==> src/rtl/thr_cal_pkg.sv <==
package thr_cal_pkg;
    typedef enum logic [2:0] {
        ST_IDLE,
        ST_WRITE,
        ST_SETTLE,
        ST_SAMPLE,
        ST_MID
    } cal_state_e;
endpackage

==> src/rtl/thr_cal_sync.sv <==
module thr_cal_sync #(
    parameter int unsigned STAGES = 2
) (
    input  logic clk,
    input  logic rst_n,
    input  logic d_i,
    output logic q_o
);
    logic [STAGES-1:0] sh_d, sh_q;

    always_comb begin
        sh_d = {sh_q[STAGES-2:0], d_i};
    end

    always_ff @(posedge clk) begin
        if (!rst_n) sh_q <= '0;
        else        sh_q <= sh_d;
    end

    assign q_o = sh_q[STAGES-1];
endmodule

==> src/rtl/thr_cal_timer.sv <==
module thr_cal_timer #(
    parameter int unsigned CYC = 16
) (
    input  logic clk,
    input  logic rst_n,
    input  logic load_i,
    output logic expired_o
);
    localparam int unsigned CW = $clog2(CYC + 1);

    typedef struct packed {
        logic [CW-1:0] cnt;
        logic          act;
    } tmr_t;

    tmr_t t_d, t_q;

    always_comb begin
        t_d = t_q;
        if (load_i) begin
            t_d.cnt = CW'(CYC - 1);
            t_d.act = 1'b1;
        end else if (t_q.act) begin
            if (t_q.cnt == '0) t_d.act = 1'b0;
            else               t_d.cnt = t_q.cnt - 1'b1;
        end
    end

    always_ff @(posedge clk) begin
        if (!rst_n) t_q <= '0;
        else        t_q <= t_d;
    end

    assign expired_o = t_q.act && (t_q.cnt == '0);
endmodule

==> src/rtl/thr_cal_seq.sv <==
module thr_cal_seq
    import thr_cal_pkg::*;
#(
    parameter int unsigned CODE_W      = 12,
    parameter int unsigned STEP        = 1,
    parameter int unsigned SETTLE_CYC  = 16,
    parameter int unsigned SYNC_STAGES = 2
) (
    input  logic              clk,
    input  logic              rst_n,
    input  logic              start_i,
    input  logic              cmp_async_i,
    output logic              light_en_o,
    output logic [CODE_W-1:0] dac_code_o,
    output logic              dac_valid_o,
    input  logic              dac_ready_i,
    output logic              done_o,
    output logic              err_o,
    output logic [CODE_W-1:0] bright_code_o,
    output logic [CODE_W-1:0] dark_code_o
);
    localparam int unsigned   CODE_MAX = (1 << CODE_W) - 1;
    localparam logic [CODE_W:0] LAST   = (CODE_W+1)'((CODE_MAX / STEP) * STEP);
    localparam logic [CODE_W:0] STEP_V = (CODE_W+1)'(STEP);

    typedef struct packed {
        cal_state_e        st;
        logic [CODE_W-1:0] code;
        logic [CODE_W-1:0] bright;
        logic [CODE_W-1:0] dark;
        logic              light;
        logic              done;
        logic              err;
    } seq_t;

    seq_t r_d, r_q;

    logic            cmp_s;
    logic            tmr_load;
    logic            tmr_exp;
    logic [CODE_W:0] mid_sum;
    logic [CODE_W:0] next_code;

    thr_cal_sync #(.STAGES(SYNC_STAGES)) i_sync (
        .clk   (clk),
        .rst_n (rst_n),
        .d_i   (cmp_async_i),
        .q_o   (cmp_s)
    );

    thr_cal_timer #(.CYC(SETTLE_CYC)) i_timer (
        .clk       (clk),
        .rst_n     (rst_n),
        .load_i    (tmr_load),
        .expired_o (tmr_exp)
    );

    always_comb begin
        r_d       = r_q;
        tmr_load  = 1'b0;
        mid_sum   = {1'b0, r_q.bright} + {1'b0, r_q.code};
        next_code = {1'b0, r_q.code} + STEP_V;
        unique case (r_q.st)
            ST_IDLE: begin
                if (start_i) begin
                    r_d.st    = ST_WRITE;
                    r_d.code  = '0;
                    r_d.light = 1'b1;
                    r_d.done  = 1'b0;
                    r_d.err   = 1'b0;
                end
            end
            ST_WRITE: begin
                if (dac_ready_i) begin
                    r_d.st   = ST_SETTLE;
                    tmr_load = 1'b1;
                end
            end
            ST_SETTLE: begin
                if (tmr_exp) r_d.st = ST_SAMPLE;
            end
            ST_SAMPLE: begin
                if (cmp_s) begin
                    if (r_q.light) begin
                        r_d.bright = r_q.code;
                        r_d.light  = 1'b0;
                        r_d.code   = '0;
                        r_d.st     = ST_WRITE;
                    end else begin
                        r_d.dark = r_q.code;
                        r_d.code = mid_sum[CODE_W:1];
                        r_d.st   = ST_MID;
                    end
                end else if (next_code > LAST) begin
                    r_d.err   = 1'b1;
                    r_d.light = 1'b0;
                    r_d.st    = ST_IDLE;
                end else begin
                    r_d.code = next_code[CODE_W-1:0];
                    r_d.st   = ST_WRITE;
                end
            end
            ST_MID: begin
                if (dac_ready_i) begin
                    r_d.done = 1'b1;
                    r_d.st   = ST_IDLE;
                end
            end
            default: r_d.st = ST_IDLE;
        endcase
    end

    always_ff @(posedge clk) begin
        if (!rst_n) begin
            r_q    <= '0;
            r_q.st <= ST_IDLE;
        end else begin
            r_q <= r_d;
        end
    end

    assign light_en_o    = r_q.light;
    assign dac_code_o    = r_q.code;
    assign dac_valid_o   = (r_q.st == ST_WRITE) || (r_q.st == ST_MID);
    assign done_o        = r_q.done;
    assign err_o         = r_q.err;
    assign bright_code_o = r_q.bright;
    assign dark_code_o   = r_q.dark;
endmodule

==> config.mk <==
export PLATFORM = sky130hd
export DESIGN_NAME = thr_cal_seq
export DESIGN_NICKNAME = d
export VERILOG_FILES = /design/src/rtl/thr_cal_pkg.sv /design/src/rtl/thr_cal_sync.sv /design/src/rtl/thr_cal_timer.sv /design/src/rtl/thr_cal_seq.sv
export SDC_FILE = /design/constraint.sdc
export NUM_CORES = 1
export LEC_CHECK = 0
export BUFFER_PORTS_ARGS = -buffer_cell sky130_fd_sc_hd__buf_2
export CAP_MARGIN = 25
export CORE_MARGIN = 2
export CORE_UTILIZATION = 31
export DETAILED_ROUTE_END_ITERATION = 10
export PLACE_DENSITY = 0.58
export SLEW_MARGIN = 20
export SYNTH_ARGS = -nofsm -noshare
export SYNTH_HDL_FRONTEND = slang
export SYNTH_HIERARCHICAL = 1
export SYNTH_SLANG_ARGS = --single-unit
==> constraint.sdc <==
create_clock -name clk -period 3.4 [get_ports clk]
set_clock_uncertainty 0.1 [all_clocks]
set_input_delay 0.85 -clock clk [delete_from_list [all_inputs] [get_ports clk]]
set_output_delay 0.85 -clock clk [all_outputs]
set_load 0.03 [all_outputs]
==> After elaboration in Yosys (flattened, before gate mapping) <==
Cells that the tools add are included.
{ "word_totals": {"regBits": 50, "word_cells": 73, "output_inout_bits": 40, "inputBits": 5} }
{ "op_classes": {"bitwise": 3, "mux": 25, "n_lt_le_gt_ge": 1, "n_eq_ne": 13, "n_reduce_logical": 17, "n_addsub": 3} }
{ "op_table": {"columns": ["operator", "n"], "rows": [
  ["15-bit two-way mux", 3],
  ["12-bit case mux with 2 select lines", 1],
  ["3-bit case mux with 5 select lines", 1],
  ["3-bit AND reduction", 5],
  ["12-bit by 1-bit adder with 13-bit output (second input constant)", 1],
  ["12-bit by 12-bit adder with 13-bit output", 1],
  ["13-bit by 12-bit > comparator with 1-bit output (second input constant)", 1],
  ["12-bit two-way mux", 1],
  ["3-bit two-way mux", 4],
  ["5-bit two-way mux", 2],
  ["2-bit != test (second input constant)", 5],
  ["1-bit two-way mux", 9],
  ["4-bit AND reduction", 2],
  ["3-bit by 2-bit equality test with 1-bit output (second input constant)", 2],
  ["3-bit by 2-bit != test with 1-bit output (second input constant)", 2],
  ["1-bit case mux with 2 select lines", 3],
  ["2-bit nonzero test", 3],
  ["5-bit logical NOT", 1],
  ["5-bit by 1-bit subtractor with 5-bit output (second input constant)", 1],
  ["4-bit two-way mux", 1],
  ["2-bit by 1-bit != test with 1-bit output (second input constant)", 2],
  ["2-bit AND reduction", 2],
  ["3-bit by 1-bit equality test with 1-bit output (second input constant)", 1],
  ["3-bit equality test (second input constant)", 1],
  ["5 further kinds", 7]
]} }

==> Logic depth before layout (Yosys ltp) <==
Gate-level depths: netlist of the first run.
{ "depth": {"word_depth": 5, "mapped_depth": 10, "depth_no_buf": 9} }

==> By module <==
The synthesis of the first run kept the hierarchy.
{ "by_module_without_submodules": {"columns": ["module", "instances", "cells_each", "area_each_um2", "seq_area_each_um2"], "rows": [
  ["thr_cal_seq", 1, 367, 2865.2, 840.8],
  ["thr_cal_timer", 1, 37, 346.6, 120.1],
  ["thr_cal_sync", 1, 4, 52.6, 40.0]
]} }

==> Worst setup path before layout of the first run <==
Ideal clock, no wire load.
{ "synth_path": {"path_type": "reg2reg", "from": "reg r_q (netlist bit dac_code_o[1])", "to": "reg r_q (netlist bit dac_code_o[2])", "slack_ns": 0.855, "path_stages_with_launch": 9, "t_arrival_ns": 2.326, "synth_period_minus_slack_ns": 2.545, "setup_time_ns": 0.120, "t_required_ns": 3.180, "path_buffers": 0, "cell_sequence": "dfxtp_1 -> ha_1 -> nand3_4 -> or3_4 -> a221oi_2 -> a31oi_2 -> o211ai_1 -> nor2_1 -> a211o_1"} }
{ "synth_via": {"elab_chain_cells": 4, "word_cells_on_any_way": 9, "classes_between": "2 x add/sub; 1 x order compare; 1 x eq/ne; 4 x mux; 1 x reduce/logical"} }
{ "synth_lines": {"columns": ["element", "line", "text"], "rows": [
  ["start, declared", "thr_cal_seq.sv:36", "seq_t r_d, r_q;"],
  ["start signal, assigned", "thr_cal_seq.sv:118", "r_q <= r_d;"],
  ["12-bit by 1-bit adder with 13-bit output or 12-bit by 12-bit adder with 13-bit output (tied branches)", "thr_cal_seq.sv:62, thr_cal_seq.sv:61", null],
  ["13-bit by 12-bit > comparator with 1-bit output, or another cell as far along", "thr_cal_seq.sv:94", "end else if (next_code > LAST) begin"],
  ["3-bit by 2-bit != test with 1-bit output (no source line) or 15-bit two-way mux (tied branches)", null, null],
  ["3-bit AND reduction (no source line) or 12-bit case mux with 2 select lines (tied branches)", null, null]
]} }
Parallel ways exist; a longest one is shown, timed or not. The select of a mux whose other input is x is not followed.
A chain may end at the register's enable or synchronous reset.

==> Worst setup path after layout of the first run <==
{ "layout_path": {"from": "reg r_q (netlist bit dac_code_o[1])", "to": "reg r_q (netlist bit dac_code_o[10])"} }
Same word-level chain as after synthesis.

==> impl_metrics.py, run 1 <==
metrics = {
    "clocking": {
        "post_cts_buffers": 0,
        "clkLatencyLatePin_ps": 310,
        "h-tree-depth": 2,
        "cts-root-buf": "clkbuf_8",
        "cts.clk_slew.worst_paths_ps": 100,
        "post_cts_resized": 0,
        "cts_tree": "done",
        "cts.sinks": 50,
        "ctsHoldBuffers": 0,
        "cts_made_buffers": 5,
        "clock_path_buffers": 2,
    },
    "critical_path": {
        "cp-end-kind": "flip-flop",
        "critPathLaunch": "dac_code_o[1]",
        "worst_r2r_endpoint": "dac_code_o[10]",
        "required_ps": 3550,
        "r2r_cells": 8,
        "r2r-start": "dac_code_o[1]",
        "worstSetupPathType": "flip-flop to flip-flop",
        "start_kind": "flip-flop",
        "cp_max_fo": 11,
        "rrSetupSlack_ps": 420,
        "crit_arrival_ps": 3130,
    },
    "synthesis": {
        "synthFlopType": "dfxtp_1",
        "synth.net_count": 429,
        "yosys_register_bits": 50,
        "yosysWarnings": 6,
        "synth.largest_area_cell": "dfxtp_1",
        "async_reset_ff_frac": 0,
        "yosysSeqAreaShare": 0.307,
        "netlist_top_cells_area": "dfxtp_1 (31%), buf_4 (8.5%), nand2_1 (7.7%)",
        "syn-instance-count": 408,
        "avgSynthCellArea_um2": 8.00,
        "yosys.area.top_type_share": 0.307,
        "synthesis.area_um2": 3260,
        "synth.distinct_cells": 68,
        "synth-edff-count": 0,
    },
    "detailed_routing": {
        "routed_wl_mm": 8.33,
        "vias": 2868,
        "drc_errors": 0,
        "viasPerCell": 5.28,
        "initialDrtViolationCount": 187,
        "wl_per_cell_um": 15.3,
        "drt_pre_antenna_iters": 4,
        "ant_nets": 0,
    },
    "floorplanning": {
        "initial_utilization": 0.318,
        "ios": 45,
        "core_area_um2": 10300,
        "die_w_um": 107,
        "fp.dieArea_um2": 11400,
        "std_cell_rows": 37,
        "die_y_um": 107,
    },
    "pwr": {
        "intPower_uw": 768,
        "p_total_mw": 1.04,
        "p_per_area_nw_per_um2": 306,
        "pwr-share-clk": 0.325,
        "seq_power_share": 0.586,
        "p_comb_frac": 0.089,
        "p_switching_uw": 275,
        "p_leak_nw": 1.36,
        "ir_drop_mv": 0.156,
        "p_sw_frac": 0.263,
    },
    "timing": {
        "fin_crit_ps": 2980,
        "setup_violations": 0,
        "fin_crit_sh": 0.876,
        "slew_violations": 0,
        "finalSetupTns_ps": 0,
        "fin_ws_ps": 422,
        "fmax_mhz": 336,
        "slew_headroom": 0.523,
        "worst_pin_slew_ps": 715,
        "rsz0062_at_grt": "false",
        "hold_violations": 0,
    },
    "place": {
        "place_ws_ps": 486,
        "dp_hpwl_mm": 6.24,
        "io_buffers": 44,
        "gp_congestion": 0.854,
    },
    "worst_hold_path": {
        "holdPathEnd": "i_sync/sh_q[1]",
        "hold_class": "flip-flop to flip-flop",
        "whs_path_depth": 1,
        "hp-start": "i_sync/sh_q[0]",
    },
    "job": {
        "cap_violations": 0,
    },
    "global_route": {
        "grt_usage": 0.148,
        "grt_max_degree": 32,
        "antenna_found_initial": 0,
        "grt_pass1_wl_mm": 13.5,
        "grt_pass1_vias": 2722,
        "overflow": 0,
    },
    "cells_and_area": {
        "antenna_cells": 0,
        "final_cell_mix": "nand2_1 (67), dfxtp_1 (50), buf_2 (44), a21oi_1 (41), nor2_1 (22)",
        "areaGrowthSynthToFinish_pct": 4.37,
        "fin_nets": 428,
        "layout-drive-gt1-share": 0.187,
        "layout_commonest_cell": "nand2_1",
    },
    "run_status": {
        "status": "completed",
    },
}
## kinds of logic after synthesis
kind of cell               synth area share
DFF                                   0.307
muxes                               0.00958
and+or+nand+nor                       0.237
AOI/OAI and AO/OA                     0.226
xor gates and xnor gates             0.0268
adders and majority gates            0.0636
buffers and inverters                 0.130
## layer usage
metal | up-vias | part of all wire | global-route usage
li1 | 1407 | - | -
met1 | 1367 | 0.46 | 0.194
met2 | 84 | 0.47 | 0.249
met3 | 10 | 0.054 | 0.0280
met4 | 0 | 0.016 | 0.0408
met5 | - | 0 | 0
## power groups by stage
stage / clock, mW / combinational [mW] / sequential [mW]
after global routing: 0.369 / 0.102 / 0.613
after CTS: 0.355 / 0.0926 / 0.611
after global placement: 0 / 0.0907 / 0.624
after floorplan: 0 / 0.0754 / 0.618
final: 0.339 / 0.0927 / 0.611
after detailed placement: 0 / 0.0923 / 0.624
## metrics by stage
stage | area (um2) | instances | util | hold WS, ps
6_report | 3410 | 543 | 0.332 | 337
5_1_grt | 3410 | 543 | 0.332 | 353
4_1_cts | 3410 | 543 | 0.332 | 339
3_5_place_dp | 3330 | 536 | 0.324 | 317
3_3_place_gp | 3330 | 536 | 0.324 | 318
2_1_floorplan | 3260 | 408 | - | 312
## how the worst max path moves through the flow
stage | to | slack, ps | cells past startpoint
finish | dac_code_o[10] | 420 | 8
global route | dac_code_o[10] | 150 | 8
CTS | dac_code_o[10] | 440 | 8
detailed placement | dac_code_o[10] | 490 | 8
global placement | dac_code_o[10] | 570 | 8
floorplan | dac_code_o[2] | 850 | 8
## sequential cells by signal (all words and copies together) (netlist names)
name / count
i_timer/t_q: 6
r_q: 3
light_en_o: 1
dac_code_o: 12
err_o: 1
bright_code_o: 12
done_o: 1
dark_code_o: 12
i_sync/sh_q: 2
## worst max-delay path, stage by stage (launching register included)
cell	delay, ps
dfxtp_1	590
ha_1	330
nand3_4	150
or3_4	410
a221oi_2	330
a31oi_2	210
o21ai_4	220
and3_1	380
a221o_1	200
## cell type report
cell class,instances,area [um2]
sequential,50,1000
clock inverter,2,10.0
tap,136,170
inverter,10,37.5
clock buffer,5,68.8
fill,1123,6870
multi-input combinational,288,1840
timing repair buffer,52,280
## Yosys cell counts (4+ instances only)
master,n
nor3_1,9
and2_1,5
or2_2,4
xor2_1,4
nand2_1,67
ha_1,15
buf_2,5
a31oi_1,4
clkbuf_1,15
nand4_1,5
buf_4,37
o22ai_1,4
nand3_1,8
o21ai_0,7
nor2_1,22
xnor2_1,6
a21o_1,5
nand2b_1,4
inv_1,10
a211oi_1,7
dfxtp_1,50
a21oi_1,41
a211o_1,4
(Power assumes the default switching activity.)
==> inputs of run 2 (changes only) <==
--- a/config.mk
+++ b/config.mk
@@ -11,4 +11,5 @@
 export CORE_UTILIZATION = 31
 export DETAILED_ROUTE_END_ITERATION = 10
+export MAX_ROUTING_LAYER = met4
 export PLACE_DENSITY = 0.58
 export SLEW_MARGIN = 20
==> constraint.sdc (replaced) <==
create_clock -name clk -period 3.4 [get_ports clk]
set_clock_uncertainty 0.1 [all_clocks]
set_input_delay 0 -clock clk [delete_from_list [all_inputs] [get_ports clk]]
set_output_delay 0 -clock clk [all_outputs]
set_load 0.03 [all_outputs]
==> run 2 against run 1 <==
  * Die area unchanged
  * Sequential power about the same
  * Cell area increased by 2.4%
  * Via count decreased by 1.2%
  * Setup slack got worse by 11 ps
  * Sequential cell count unchanged
  * Hold slack got worse by 1.3 ps
  * Sequential share of layout area decreased by 0.70 points
  * Count of clock-buffer cells in the layout increased by 2
  * Non-clock buffer count increased by 6
==> impl_metrics.py, run 2 (same netlist as run 1, synthesis figures left out) <==
metrics = {
    "floorplanning": {
        "die_y_um": 107,
        "die_w_um": 107,
        "initial_utilization": 0.318,
        "fp.dieArea_um2": 11400,
        "core_area_um2": 10300,
        "std_cell_rows": 37,
        "ios": 45,
    },
    "global_route": {
        "overflow": 0,
        "grt_usage": 0.157,
        "grt_pass1_vias": 2687,
        "grt_max_degree": 33,
        "grt_pass1_wl_mm": 13.8,
        "antenna_found_initial": 0,
    },
    "critical_path": {
        "crit_arrival_ps": 3140,
        "critPathLaunch": "dac_code_o[1]",
        "cp_max_fo": 11,
        "worst_r2r_endpoint": "dac_code_o[10]",
        "worstSetupPathType": "flip-flop to flip-flop",
        "r2r_cells": 8,
        "critical_path.slowest_cell": "dfxtp_1",
        "r2r-start": "dac_code_o[1]",
        "start_kind": "flip-flop",
        "path_delay_family": "compound AO/OA/AOI/OAI gates",
        "crit_buf_inv": 0,
        "rrSetupSlack_ps": 410,
        "required_ps": 3550,
        "cp_cell_sequence": "ha_1 -> nand3_4 -> or3_4 -> a221oi_2 -> a31oi_2 -> o21ai_4 -> and3_1 -> a221o_1",
        "cp-end-kind": "flip-flop",
        "cpPeakStageDelay_ps": 580,
    },
    "job": {
        "cap_violations": 0,
    },
    "detailed_routing": {
        "drc_errors": 0,
        "initialDrtViolationCount": 169,
        "vias": 2833,
        "viasPerCell": 5.15,
        "wl_per_cell_um": 15.7,
        "ant_nets": 0,
        "drt_pre_antenna_iters": 5,
        "routed_wl_mm": 8.63,
    },
    "clocking": {
        "clkLatencyLatePin_ps": 310,
        "cts-root-buf": "clkbuf_8",
        "post_cts_buffers": 0,
        "h-tree-depth": 2,
        "cts_tree": "done",
        "cts.sinks": 50,
        "cts_made_buffers": 5,
        "clock_path_buffers": 2,
        "post_cts_resized": 0,
        "cts.clk_slew.worst_paths_ps": 90,
    },
    "pwr": {
        "seq_power_share": 0.540,
        "p_comb_frac": 0.086,
        "pwr-share-clk": 0.374,
        "p_switching_uw": 278,
        "p_sw_frac": 0.246,
        "p_per_area_nw_per_um2": 324,
        "p_total_mw": 1.13,
        "p_leak_nw": 1.40,
        "intPower_uw": 853,
        "ir_drop_mv": 0.150,
    },
    "timing": {
        "setup_violations": 0,
        "worst_pin_slew_ps": 727,
        "slew_headroom": 0.515,
        "rsz0062_at_grt": "false",
        "finalSetupTns_ps": 0,
        "fin_crit_sh": 0.879,
        "fin_ws_ps": 411,
        "fmax_mhz": 335,
        "slew_violations": 0,
        "fin_crit_ps": 2990,
        "hold_violations": 0,
        "hold_slack_ps": 336,
    },
    "place": {
        "gp_congestion": 0.887,
        "io_buffers": 44,
        "place_ws_ps": 460,
        "dp_hpwl_mm": 6.34,
    },
    "cells_and_area": {
        "areaGrowthSynthToFinish_pct": 6.90,
        "final_cell_mix": "nand2_1 (67), dfxtp_1 (50), buf_2 (44), a21oi_1 (41), nor2_1 (22)",
        "antenna_cells": 0,
        "layout-drive-gt1-share": 0.186,
        "layout_commonest_cell": "nand2_1",
        "fin_nets": 434,
    },
    "worst_hold_path": {
        "holdPathEnd": "i_sync/sh_q[1]",
        "whs_path_depth": 1,
        "hold_class": "flip-flop to flip-flop",
        "hp-start": "i_sync/sh_q[0]",
    },
    "run_status": {
        "status": "completed",
    },
}
## run 2: cell count changes in the layout (fill, tap and decap cells not counted), sizes merged
cell	change
dlygate4sd3	+4
clkbuf	+2
bufinv	+1
buf	+2
clkinv	-2
## run 2: final cells by class
cell class | count | area [um2]
repair buffers | 58 | 335
fillers | 1112 | 6790
clock buffers | 7 | 76.3
well taps | 136 | 170
inverters | 10 | 37.5
multi-input cells | 288 | 1840
flip-flops and latches | 50 | 1000
clock inverters | 1 | 30.0
## run 2: worst max-delay path by stage
| stage | to | cells past startpoint | slack [ps] |
|---|---|---|---|
| 5_1_grt | dac_code_o[10] | 8 | 230 |
| 3_5_place_dp | dac_code_o[10] | 8 | 460 |
| 4_1_cts | dac_code_o[10] | 8 | 420 |
| 3_3_place_gp | dac_code_o[10] | 8 | 530 |
| 6_report | dac_code_o[10] | 8 | 410 |
| 2_1_floorplan | dac_code_o[2] | 8 | 850 |
## run 2: metrics by stage
stage | instances | util | cell area (um2)
2_1_floorplan | 408 | - | 3260
3_3_place_gp | 538 | 0.325 | 3340
3_5_place_dp | 538 | 0.325 | 3340
4_1_cts | 550 | 0.340 | 3490
5_1_grt | 550 | 0.340 | 3490
6_report | 550 | 0.340 | 3490
## run 2: metal layers
metal,GRT usage,up-vias,routed length [um]
li1,-,1429,-
met1,0.203,1313,3960
met2,0.252,81,4110
met3,0.0267,10,449
met4,0.0492,0,103
met5,-,-,0
## run 2: repair_timing
action | 4_1_cts | 5_1_grt
endpoints found under the setup margin | 0 | 0
hold buffers | 4 | 0
endpoints found under the hold margin | 7 | 0
## run 2: power by group through the flow
stage	Sequential, mW	Clock (mW)	Combinational, mW
after floorplan	0.618	0	0.0754
after global placement	0.624	0	0.0915
after detailed placement	0.625	0	0.0928
after CTS	0.611	0.435	0.0966
after global routing	0.614	0.461	0.107
final	0.611	0.422	0.0972
